$ cat config.mk
export PLATFORM = sky130hd
export DESIGN_NAME = dio_irq_port
export DESIGN_NICKNAME = d
export VERILOG_FILES = /design/src/rtl/dio_irq_port.sv
export SDC_FILE = /design/constraint.sdc
export NUM_CORES = 1
export LEC_CHECK = 0
export ABC_AREA = 1
export ABC_CLOCK_PERIOD_IN_PS = 1050
export BUFFER_PORTS_ARGS = -buffer_cell sky130_fd_sc_hd__buf_2
export CAP_MARGIN = 0
export CORE_AREA = 5 5 54 56
export DETAILED_ROUTE_END_ITERATION = 16
export DIE_AREA = 0 0 59 61
export MAX_ROUTING_LAYER = met4
export PLACE_DENSITY = 0.72
export SETUP_SLACK_MARGIN = 0.1
export SYNTH_ARGS = -nofsm -noshare
export SYNTH_HDL_FRONTEND = slang
export SYNTH_SLANG_ARGS = --single-unit
$ cat constraint.sdc
create_clock -name clk -period 1.05 [get_ports clk]
set_input_delay 0.1575 -clock clk [delete_from_list [all_inputs] [get_ports clk]]
set_output_delay 0.1575 -clock clk [all_outputs]
set_load 0.05 [all_outputs]
$ cat src/rtl/dio_irq_port.sv
module dio_irq_port #(
  parameter int AW = 3,
  parameter int DW = 8,
  parameter logic [AW-1:0] DATA_OFS = 3'd3,
  parameter logic [AW-1:0] CTRL_OFS = 3'd4,
  parameter logic [AW-1:0] ACK_OFS  = 3'd1
) (
  input  logic          clk,
  input  logic          rst_n,
  input  logic [AW-1:0] addr,
  input  logic          wr_en,
  input  logic          rd_en,
  input  logic [DW-1:0] wdata,
  output logic [DW-1:0] rdata,
  input  logic [DW-1:0] pin_in,
  output logic [DW-1:0] pin_oe,
  output logic [DW-1:0] pin_out,
  input  logic          irq_in,
  output logic          irq_out
);
  localparam int HALF = DW / 2;

  logic [DW-1:0] out_q;
  logic          lo_dir_q, hi_dir_q, int_en_q, intreq_q;
  logic [2:0]    sync_q;
  logic          fall, ack;

  assign pin_oe  = {{(DW-HALF){hi_dir_q}}, {HALF{lo_dir_q}}};
  assign pin_out = out_q;
  assign fall    = sync_q[2] & ~sync_q[1];
  assign ack     = rd_en && (addr == ACK_OFS);
  assign irq_out = intreq_q & int_en_q;

  always_ff @(posedge clk) begin
    if (!rst_n) begin
      out_q    <= '0;
      lo_dir_q <= 1'b0;
      hi_dir_q <= 1'b0;
      int_en_q <= 1'b0;
      intreq_q <= 1'b0;
      sync_q   <= 3'b111;
    end else begin
      sync_q <= {sync_q[1:0], irq_in};
      if (wr_en && addr == DATA_OFS)
        out_q <= (wdata & pin_oe) | (out_q & ~pin_oe);
      if (wr_en && addr == CTRL_OFS) begin
        lo_dir_q <= wdata[0];
        hi_dir_q <= wdata[1];
        int_en_q <= wdata[2];
      end
      if (fall && int_en_q)
        intreq_q <= 1'b1;
      else if (ack)
        intreq_q <= 1'b0;
    end
  end

  always_comb begin
    rdata = '0;
    if (addr == DATA_OFS)
      rdata = (pin_in & ~pin_oe) | (out_q & pin_oe);
    else if (addr == CTRL_OFS)
      rdata[3:0] = {intreq_q, int_en_q, hi_dir_q, lo_dir_q};
  end
endmodule


======== Word-level counts from Yosys, hierarchy flattened ========
Index checks and enable logic that the tools add are counted.
word-level totals
  flip-flop bits (word level) ............. 15
  bits in latches ......................... 0
  memory bits (writable) .................. 0
  memory bits (read-only) ................. 0
  input bits .............................. 24
  output and inout bits ................... 25
  word-level logic and storage cells ...... 29
  memories ................................ 0
cells by class
  add/subtract/negate cells ............... 0
  multiply operators ...................... 0
  divide/modulo/power cells ............... 0
  $lt $le $gt $ge ......................... 0
  eq/ne operators ......................... 3
  shifts and indexed selects .............. 0
  mux-type cells .......................... 5
  bitwise operators ....................... 10
  reductions and logical operators ........ 5
operators with widths
  cell                number
  $and 8x8->8         4
  $or 8x8->8          2
  $mux 4              3
  $not 8->8           1
  $logic_and 1x1->1   4
  $eq 3x1->1 const B  1
  $eq 3x2->1 const B  1
  $eq 3x3->1 const B  1
  $and 1x1->1         2
  $mux 1              2
  $reduce_bool 2->1   1
  $not 1->1           1

======== Logic depth before layout (Yosys ltp) ========
Gate-level depths: netlist (run 1).
  depth after elaboration ................. 4
  gate-level depth with buffers ........... 6
  depth with buffers taken out ............ 5

======== Worst setup path after synthesis (run 1) ========
No wires, ideal clock.
  path type ............................... flip-flop to output port
  start ................................... reg hi_dir_q
  end ..................................... out rdata[1]
  data arrival time ....................... 1.772 ns
  required time ........................... 0.892 ns
  path slack .............................. -0.879 ns
  stages on the path, launching flop included .. 4
  path buffers ............................ 1
  path through ............................ dfxtp_1 -> buf_2 -> inv_1 -> o21ai_0
between the ends
  word-level cells in the longest chain between the ends .. 2
RTL lines
  what                    RTL line  source
  start, declared         24        logic lo_dir_q, hi_dir_q, int_en_q, intreq_q;
  start signal, assigned  48        hi_dir_q <= wdata[1];
  $mux 4                  62        else if (addr == CTRL_OFS)
  $mux 4                  60        if (addr == DATA_OFS)
  end, declared           14        output logic [DW-1:0] rdata,
No other way between the ends.

======== Worst setup path in the final report (run 1) ========
  start ................................... reg lo_dir_q
  end ..................................... out rdata[2]
between the ends
  word-level cells in the longest chain between the ends .. 4
  elaborated cells on any way between the ends .. 5
  classes of those cells .................. mux (1); bitwise (4)
RTL lines
  what                    RTL line  source
  start, declared         24
  start signal, assigned  47        lo_dir_q <= wdata[0];
  $not 8->8               61        rdata = (pin_in & ~pin_oe) | (out_q & pin_oe);
  $and 8x8->8             61
  $or 8x8->8 *            61
  $mux 4 *                60
Every way passes the cells marked *; elsewhere a longest branch is shown, timed or not.

==> impl_metrics.ini, run 1 <==
[outcome]
status = finished with violations
violations = setup timing

[clocking]
cts_tree = built
insertion_delay_ps = 290
path_clk_slew_ps = 100
cts_root_buf = clkbuf_4
cts_buffer_depth = 2
cts_max_level = 1
clock_sinks = 15
cts_buffers = 3

[grt]
grt_use_met1_pct = 16.9
grt_remaining_overflow = 0
gr-usage-met3_pct = 2.55
grt_max_degree = 16
use_met2_pct = 28.7
antenna_found_initial = 0
grt_pass1_vias = 979
grt_pass1_wl_um = 4180
grtUsageTotal_pct = 15.8
busiest_layer = met2

[finish]
final_core_util_pct = 64.8
n_antenna_cell = 0
drive_above_1_share_pct = 51.6
final_net_count = 217
fill_cells = 213
syn2layout_area_growth_pct = 75.7

[drt]
drt-initial-drc-count = 18
totalWireLength_um = 2640
via_count = 1052
drt-pass1-iter-count = 4
wl_per_cell_um = 11.9
drc = 0
viasPerCell = 4.74
drtAntennaViolNets = 0

[floorplanning]
dieArea_sq_um = 3600
fp.dieW_um = 59
die_h_um = 61
io_pins = 49
core_sq_um = 2390
start_util_pct = 36.9
rows = 18

[yosys]
synth_xor_area_share_pct = 0
synthCells = 140
synth_cell_types = 15
synth_seq_cells = 15
synth_top_family_by_area = simple AND/OR/NAND/NOR gates
ys_seq_area_share_pct = 34.1
synth_nets = 164
synthSimpleGateAreaFrac_pct = 40.2
synthesis.area_sq_um = 881
synthAdderAreaFrac_pct = 0
synth.avg_cell_area_sq_um = 6.29
yosysWarnings = 0
synth_compound_area_share_pct = 5.40
synth_mux_area_share_pct = 0

[worst_setup_path]
slowest_stage = dfxtp_4
crit_path_end_kind = output pin
cp-start-kind = flop
crit_fanout = 6
slowest_delay_ps = 380
cp.required_ps = 890
path_cells = or2_4 -> o211ai_1 -> o21ai_4 -> buf_6
worstSetupPathType = flop to output pin
cp_num_buf_inv = 1
cpLargestDelayFamily = flip-flops
worstPathArrival_ps = 1280

[sta]
relSlewSlack_pct = 80.4
drv_slew = 0
fin_crit_ps = 1440
fin_hold_ws_ps = 35.8
worst_slew_pin_slew_ps = 293
finalSetupViolCount = 21
clock_skew_ps = 1.79
fmax_mhz = 694
hold_violations = 0
rsz0062_at_grt = yes
layout_setup_ws_ps = -392
finalCritPeriodShare_pct = 137

[placement]
dp_hpwl_um = 1950
gp_congestion = 0.888
port_buffers = 48

[job]
maxCapViolCount = 0

[power]
ir_worst_vdd_mv = 0.754
power_leakage_nw = 0.758
powerDensity_nw_per_um2 = 821

[min_path]
hold_path.class = primary input to flop
logic make-up (layout without fill, tap and decap cells):
family                 count (synthesis)  count (layout)
AND/OR/NAND/NOR                       81              81
flip-flops                            15              15
buffers and inverters                 36              88
AO/OA/AOI/OAI                          8               8
layout make-up:
cell class / count / area [sq um] / area share [%]
tap: 30 / 37.5 / 2.43
clock buffer: 3 / 22.5 / 1.46
multi-input combinational: 89 / 479 / 31.0
clock inverter: 1 / 5.00 / 0.323
inverter: 23 / 108 / 6.95
timing repair buffer: 61 / 573 / 37.0
sequential: 15 / 323 / 20.9
synth_stat cells:
cell type	instances	area share, %
buf_6	1	1.3
o211ai_1	3	2.6
dfxtp_1	15	34
nor2_1	22	9.4
inv_1	23	9.8
nor2_4	1	1.3
nand4_1	11	7.8
nor2_2	2	1.4
buf_2	2	1.1
o21ai_0	5	2.8
buf_4	9	7.7
nand2_1	40	17
or2_2	3	2.1
clkbuf_1	1	0.43
nand3_1	2	1.1
worst register-to-register path, stage by stage (launching register included):
cell and delay, ps:
dfxtp_2 370, clkinvlp_4 130, buf_6 150, buf_6 110
nor2_4 120, nor2_1 70, nor2_1 80
power by group:
group | internal, W | total, W | switching [W]
Combinational | 0.000145 | 0.000348 | 0.000203
Sequential | 0.000573 | 0.000581 | 0.00000811
Clock | 0.000142 | 0.000342 | 0.000200
Total | 0.000860 | 0.00127 | 0.000411
path summary, 6_finish.rpt:
kind                                start        end  slack [ps]  depth (start not counted)
worst min-delay path               irq_in  sync_q[0]          40                          3
worst min register to register  sync_q[0]  sync_q[1]         420                          2
worst max register to register   hi_dir_q       flop         -40                          6
worst max-delay path             lo_dir_q   rdata[2]        -390                          4
layout by cell type, fill, tap and decap left out, drive strengths merged:
master / n
or2: 3
nand4: 11
clkinvlp: 5
clkinv: 1
buf: 61
o211ai: 3
nand2: 40
o21ai: 5
nand3: 2
inv: 18
clkbuf: 3
nor2: 25
dfxtp: 15
timing repair:
item / CTS / global route
setup endpoints to repair: 33 / 34
pin swaps: 12 / 4
setup buffers: 2 / 2
resized for setup: 76 / 8
hold buffers: 0 / 0
through the flow:
stage	setup WS, ps	power, W	TNS (ps)	std cells	area, sq um
CTS	-396	0.00129	-4210	221	1520
detailed placement	-258	0.000892	-1800	216	1240
finish	-392	0.00127	-4130	222	1550
global placement	-241	0.000887	-1680	216	1240
floorplan	-154	0.000809	-931	140	983
global route	-442	0.00133	-5230	222	1550
metal layers:
layer | share of wire (%) | up-vias
li1 | - | 526
met1 | 37 | 491
met2 | 57 | 33
met3 | 5.2 | 2
met4 | 0.87 | 0
met5 | 0 | -
Note: power is estimated with default switching activity, not from simulation.
==> run 2: changes to the inputs <==
--- a/config.mk
+++ b/config.mk
@@ -9,11 +9,12 @@
 export ABC_CLOCK_PERIOD_IN_PS = 1050
 export BUFFER_PORTS_ARGS = -buffer_cell sky130_fd_sc_hd__buf_2
 export CAP_MARGIN = 0
-export CORE_AREA = 5 5 54 56
+export CORE_AREA = 5 5 53 55
+export CTS_BUF_LIST = sky130_fd_sc_hd__clkbuf_4 sky130_fd_sc_hd__clkbuf_8
 export DETAILED_ROUTE_END_ITERATION = 16
-export DIE_AREA = 0 0 59 61
+export DIE_AREA = 0 0 58 60
 export MAX_ROUTING_LAYER = met4
-export PLACE_DENSITY = 0.72
+export PLACE_DENSITY = 0.75
 export SETUP_SLACK_MARGIN = 0.1
 export SYNTH_ARGS = -nofsm -noshare
 export SYNTH_HDL_FRONTEND = slang
==> run 2 against run 1 <==
Against the previous run: the flow still finishes with violations (setup timing); via count increased by 0.86%; register-to-register slack improved by 80 ps; largest power group unchanged; critical path depth did not move; worst hold slack got worse by 9.0 ps; clock-buffer cell count increased by 1; clock skew rose by 0.63 ps; sequential power hardly changed; flip-flop and latch count is the same; first-iteration DRC count is 5.6% lower; die area down 3.3%; critical endpoint is now rdata[3]; critical path type unchanged; combinational power increased by 4%.
==> impl_metrics.ini, run 2 (synthesis gave the netlist of run 1 again) <==
[finish]
fill_cells = 193
final_net_count = 221
syn2layout_area_growth_pct = 81.8
final_common_cell = nand2_1
n_antenna_cell = 0
design_area_sq_um = 1600
drive_above_1_share_pct = 53.1
final_cells = 226
final_core_util_pct = 68.4
final_cell_mix = 35 x nand2_1, 23 x buf_2, 20 x nor2_1

[grt]
grt_pass1_vias = 1000
antenna_found_initial = 0
grt_pass1_wl_um = 4200
grt_max_degree = 16
grtUsageTotal_pct = 16.5
grt_remaining_overflow = 0

[min_path]
hold_depth = 3
hold_path.class = primary input to flop

[job]
maxCapViolCount = 0

[drt]
drc = 0
via_count = 1061
drt-initial-drc-count = 17
viasPerCell = 4.69
drt-pass1-iter-count = 4
totalWireLength_um = 2670
wl_per_cell_um = 11.8
drtAntennaViolNets = 0

[placement]
place_inst = 219
port_buffers = 48
dp_hpwl_um = 1910
placed_cell_area_sq_um = 1270
gp_congestion = 0.808

[power]
power_leakage_nw = 0.788
powerDensity_nw_per_um2 = 816
ir_worst_vdd_mv = 0.841
power_w = 0.00131

[sta]
fin_crit_ps = 1470
finalCritPeriodShare_pct = 140
rsz0062_at_grt = yes
drv_slew = 0
relSlewSlack_pct = 78.5
clock_skew_ps = 2.43
finalSetupViolCount = 17
hold_violations = 0
worst_slew_pin_slew_ps = 321
layout_setup_ws_ps = -423
fmax_mhz = 679

[clocking]
cts_root_buf = clkbuf_4
cts_hold_buf = 0
clock_sinks = 15
cts_buffer_depth = 2
insertion_delay_ps = 290
cts_buffers = 3
cts_tree = built
cts_max_level = 1
path_clk_slew_ps = 90

[outcome]
violations = setup timing
status = finished with violations

[worst_setup_path]
crit_fanout = 6
cp.required_ps = 890
crit_path_end_kind = output pin
cp-start-kind = flop
r2r_cells = 5
worstPathArrival_ps = 1320
worstSetupPathType = flop to output pin

[floorplanning]
fp.dieW_um = 58
die_h_um = 60
dieArea_sq_um = 3480
start_util_pct = 37.6
rows = 18
io_pins = 49
core_sq_um = 2340
run 2: cell count changes in the layout (fill, tap and decap cells not counted), sizes merged:
cell    before  now
clkinv       1    0
buf         61   65
clkbuf       3    4
run 2: layout make-up:
class                           instances  area (sq um)  area share (%)
Sequential cell                        15           325            20.3
Tap cell                               30          37.5            2.34
Inverter                               23           108            6.72
Multi-Input combinational cell         89           482            30.1
Timing Repair Buffer                   65           619            38.7
Clock buffer                            4          30.0            1.87
run 2: path summary, 6_finish.rpt:
path                                start         to  slack, ps
worst min register to register  sync_q[0]  sync_q[1]        420
worst max-delay path             lo_dir_q   rdata[3]       -420
worst min-delay path               irq_in  sync_q[0]         30
worst max register to register   hi_dir_q       flop         40
run 2: critical path: stages (launching register included):
cell      delay (ps)
dfxtp_4          380
or2_4            220
o211ai_1         150
o21ai_4          100
buf_6            170
run 2: through the flow:
step | setup TNS (ps) | hold slack (ps) | worst slack [ps]
final | -4090 | 26.7 | -423
after global routing | -4960 | 42.2 | -464
after CTS | -4300 | 29.4 | -428
after detailed placement | -1600 | 335 | -238
after global placement | -1340 | 329 | -171
after floorplan | -931 | 241 | -154
run 2: per-layer routing:
metal / global-route usage (%) / vias to the layer above / share of wire [%]
met5: - / - / 0
met4: 6.95 / 0 / 1.6
met3: 3.02 / 5 / 5.8
met2: 30.0 / 39 / 54
met1: 17.5 / 483 / 38
li1: - / 534 / -
run 2: timing repair:
item	4_1_cts	5_1_grt
setup endpoints to repair	34	34
setup buffers	5	2
pin swaps	13	9
resized for setup	81	7
run 2: power by group:
part	leakage (nW)	internal [W]	switching (W)	total, W
Clock	0.0184	0.000174	0.000190	0.000364
Sequential	0.129	0.000571	0.00000918	0.000580
Combinational	0.641	0.000156	0.000206	0.000362
==> run 3: changes to the inputs <==
--- a/config.mk
+++ b/config.mk
@@ -6,15 +6,15 @@
 export NUM_CORES = 1
 export LEC_CHECK = 0
 export ABC_AREA = 1
-export ABC_CLOCK_PERIOD_IN_PS = 1050
+export ABC_CLOCK_PERIOD_IN_PS = 1800
 export BUFFER_PORTS_ARGS = -buffer_cell sky130_fd_sc_hd__buf_2
 export CAP_MARGIN = 0
-export CORE_AREA = 5 5 53 55
+export CORE_AREA = 5 5 51 53
 export CTS_BUF_LIST = sky130_fd_sc_hd__clkbuf_4 sky130_fd_sc_hd__clkbuf_8
 export DETAILED_ROUTE_END_ITERATION = 16
-export DIE_AREA = 0 0 58 60
+export DIE_AREA = 0 0 56 58
 export MAX_ROUTING_LAYER = met4
-export PLACE_DENSITY = 0.75
+export PLACE_DENSITY = 0.77
 export SETUP_SLACK_MARGIN = 0.1
 export SYNTH_ARGS = -nofsm -noshare
 export SYNTH_HDL_FRONTEND = slang
==> constraint.sdc (replaced) <==
create_clock -name clk -period 1.8 [get_ports clk]
set_input_delay 0.27 -clock clk [delete_from_list [all_inputs] [get_ports clk]]
set_output_delay 0.27 -clock clk [all_outputs]
set_load 0.05 [all_outputs]
==> run 3 against run 2 <==
Against the previous run: the flow now finishes without violations; power decreased by 47%; utilization decreased by 15 points; largest cell class is now multi-input combinational cells; sequential share of layout area increased by 6.7 points; clock-buffer cell count is 1 lower; critical path type unchanged; highest routed layer unchanged; sequential power down 41%.
==> impl_metrics.ini, run 3 (synthesis gave the netlist of run 1 again) <==
[worst_setup_path]
slowest_stage = dfxtp_4
slowest_delay_ps = 380
cp.required_ps = 1530
cp-start-kind = flop
path_cells = or2_2 -> o211ai_1 -> o21ai_0 -> buf_2
cpLargestDelayFamily = flip-flops
crit_path_end_kind = output pin
worstSetupPathType = flop to output pin
crit_fanout = 7
worstPathArrival_ps = 1370
cp_num_buf_inv = 1

[finish]
syn2layout_area_growth_pct = 27.8
final_common_cell = buf_2
n_antenna_cell = 0
drive_above_1_share_pct = 34.6
fill_cells = 224
final_net_count = 207
design_area_sq_um = 1130
final_cells = 210
register_area_sq_um = 304
final_cell_mix = 46 x buf_2, 40 x nand2_1, 22 x inv_1, 22 x nor2_1, 14 x dfxtp_1
multi_input_area_sq_um = 402

[min_path]
hold_path.class = primary input to flop

[sta]
clock_skew_ps = 10.1
fin_hold_ws_ps = 133
finalCritPeriodShare_pct = 91.3
drv_slew = 0
hold_violations = 0
rsz0062_at_grt = yes
tns_ps = 0
fmax_mhz = 609
layout_setup_ws_ps = 157
finalSetupViolCount = 0
worst_slew_pin_slew_ps = 358
fin_crit_ps = 1640
relSlewSlack_pct = 76.1

[clocking]
cts_buffers = 3
cts_buffer_depth = 2
path_clk_slew_ps = 100
insertion_delay_ps = 300
clock_sinks = 15
cts_max_level = 1
cts_tree = built
cts_root_buf = clkbuf_4
cts_hold_buf = 0

[placement]
placed_cell_area_sq_um = 1070
dp_hpwl_um = 1970
port_buffers = 48
dp_slack_ps = 235
place_inst = 204
gp_congestion = 0.855

[drt]
drt-initial-drc-count = 7
wl_per_cell_um = 11.6
drt-pass1-iter-count = 4
totalWireLength_um = 2440
drc = 0
drtAntennaViolNets = 0
via_count = 974
viasPerCell = 4.64

[floorplanning]
rows = 17
core_sq_um = 2110
dieArea_sq_um = 3250
fp.dieW_um = 56
die_h_um = 58
start_util_pct = 41.8
io_pins = 49

[power]
ir_worst_vdd_mv = 0.563
power_leakage_nw = 0.681
powerDensity_nw_per_um2 = 617

[job]
maxCapViolCount = 0

[grt]
antenna_found_initial = 0
grt_max_degree = 17
grt_pass1_vias = 925
grt_pass1_wl_um = 3950
grt_remaining_overflow = 0
grtUsageTotal_pct = 15.5

[outcome]
status = finished clean
-- run 3: cell count changes in the layout (fill, tap and decap cells not counted), sizes merged --
cell,change
buf,-15
inv,+4
clkinvlp,-3
-- run 3: worst reg2reg max path, stage by stage (launching register included) --
cell and delay (ps):
dfxtp_4 400, clkinvlp_4 150, nor2_2 220, nor2_1 70
nor2_1 120
-- run 3: timing repair --
action / in CTS / in global routing
endpoints found under the setup margin: 4 / 4
gates resized for setup: 2 / 4
buffers inserted: 0 / 2
endpoints found under the hold margin: 0 / 0
-- run 3: routing by layer --
| metal | vias up | wire length, um | track usage (%) |
|---|---|---|---|
| li1 | 506 | - | - |
| met1 | 430 | 996 | 16.5 |
| met2 | 33 | 1210 | 27.4 |
| met3 | 5 | 193 | 4.23 |
| met4 | 0 | 37 | 6.10 |
| met5 | - | 0 | - |
-- run 3: where the power goes --
part	switching, W	internal, W	leakage, nW
Combinational	0.000102	0.0000470	0.544
Sequential	0.00000408	0.000337	0.122
Clock	0.000120	0.0000847	0.0139
-- run 3: area by class of cell --
| class | count | area share [%] |
|---|---|---|
| multi-input cells | 89 | 35.7 |
| flip-flops and latches | 15 | 27.0 |
| repair buffers | 51 | 23.6 |
| inverters | 23 | 8.00 |
| well taps | 28 | 3.11 |
| clock buffers | 3 | 2.00 |
| clock inverters | 1 | 0.667 |
-- run 3: stage by stage --
stage	utilization (%)	total power [W]
2_1_floorplan	-	0.000455
3_3_place_gp	50.9	0.000492
3_5_place_dp	50.9	0.000495
4_1_cts	52.5	0.000699
5_1_grt	53.5	0.000734
6_report	53.5	0.000695
-- run 3: path summary, 6_finish.rpt --
| path | start | endpoint | slack [ps] | depth (start not counted) |
|---|---|---|---|---|
| max | lo_dir_q | rdata[2] | 160 | 4 |
| min | irq_in | sync_q[0] | 130 | 3 |
| max reg2reg | lo_dir_q | flop | 770 | 4 |
| min reg2reg | sync_q[0] | sync_q[1] | 420 | 2 |
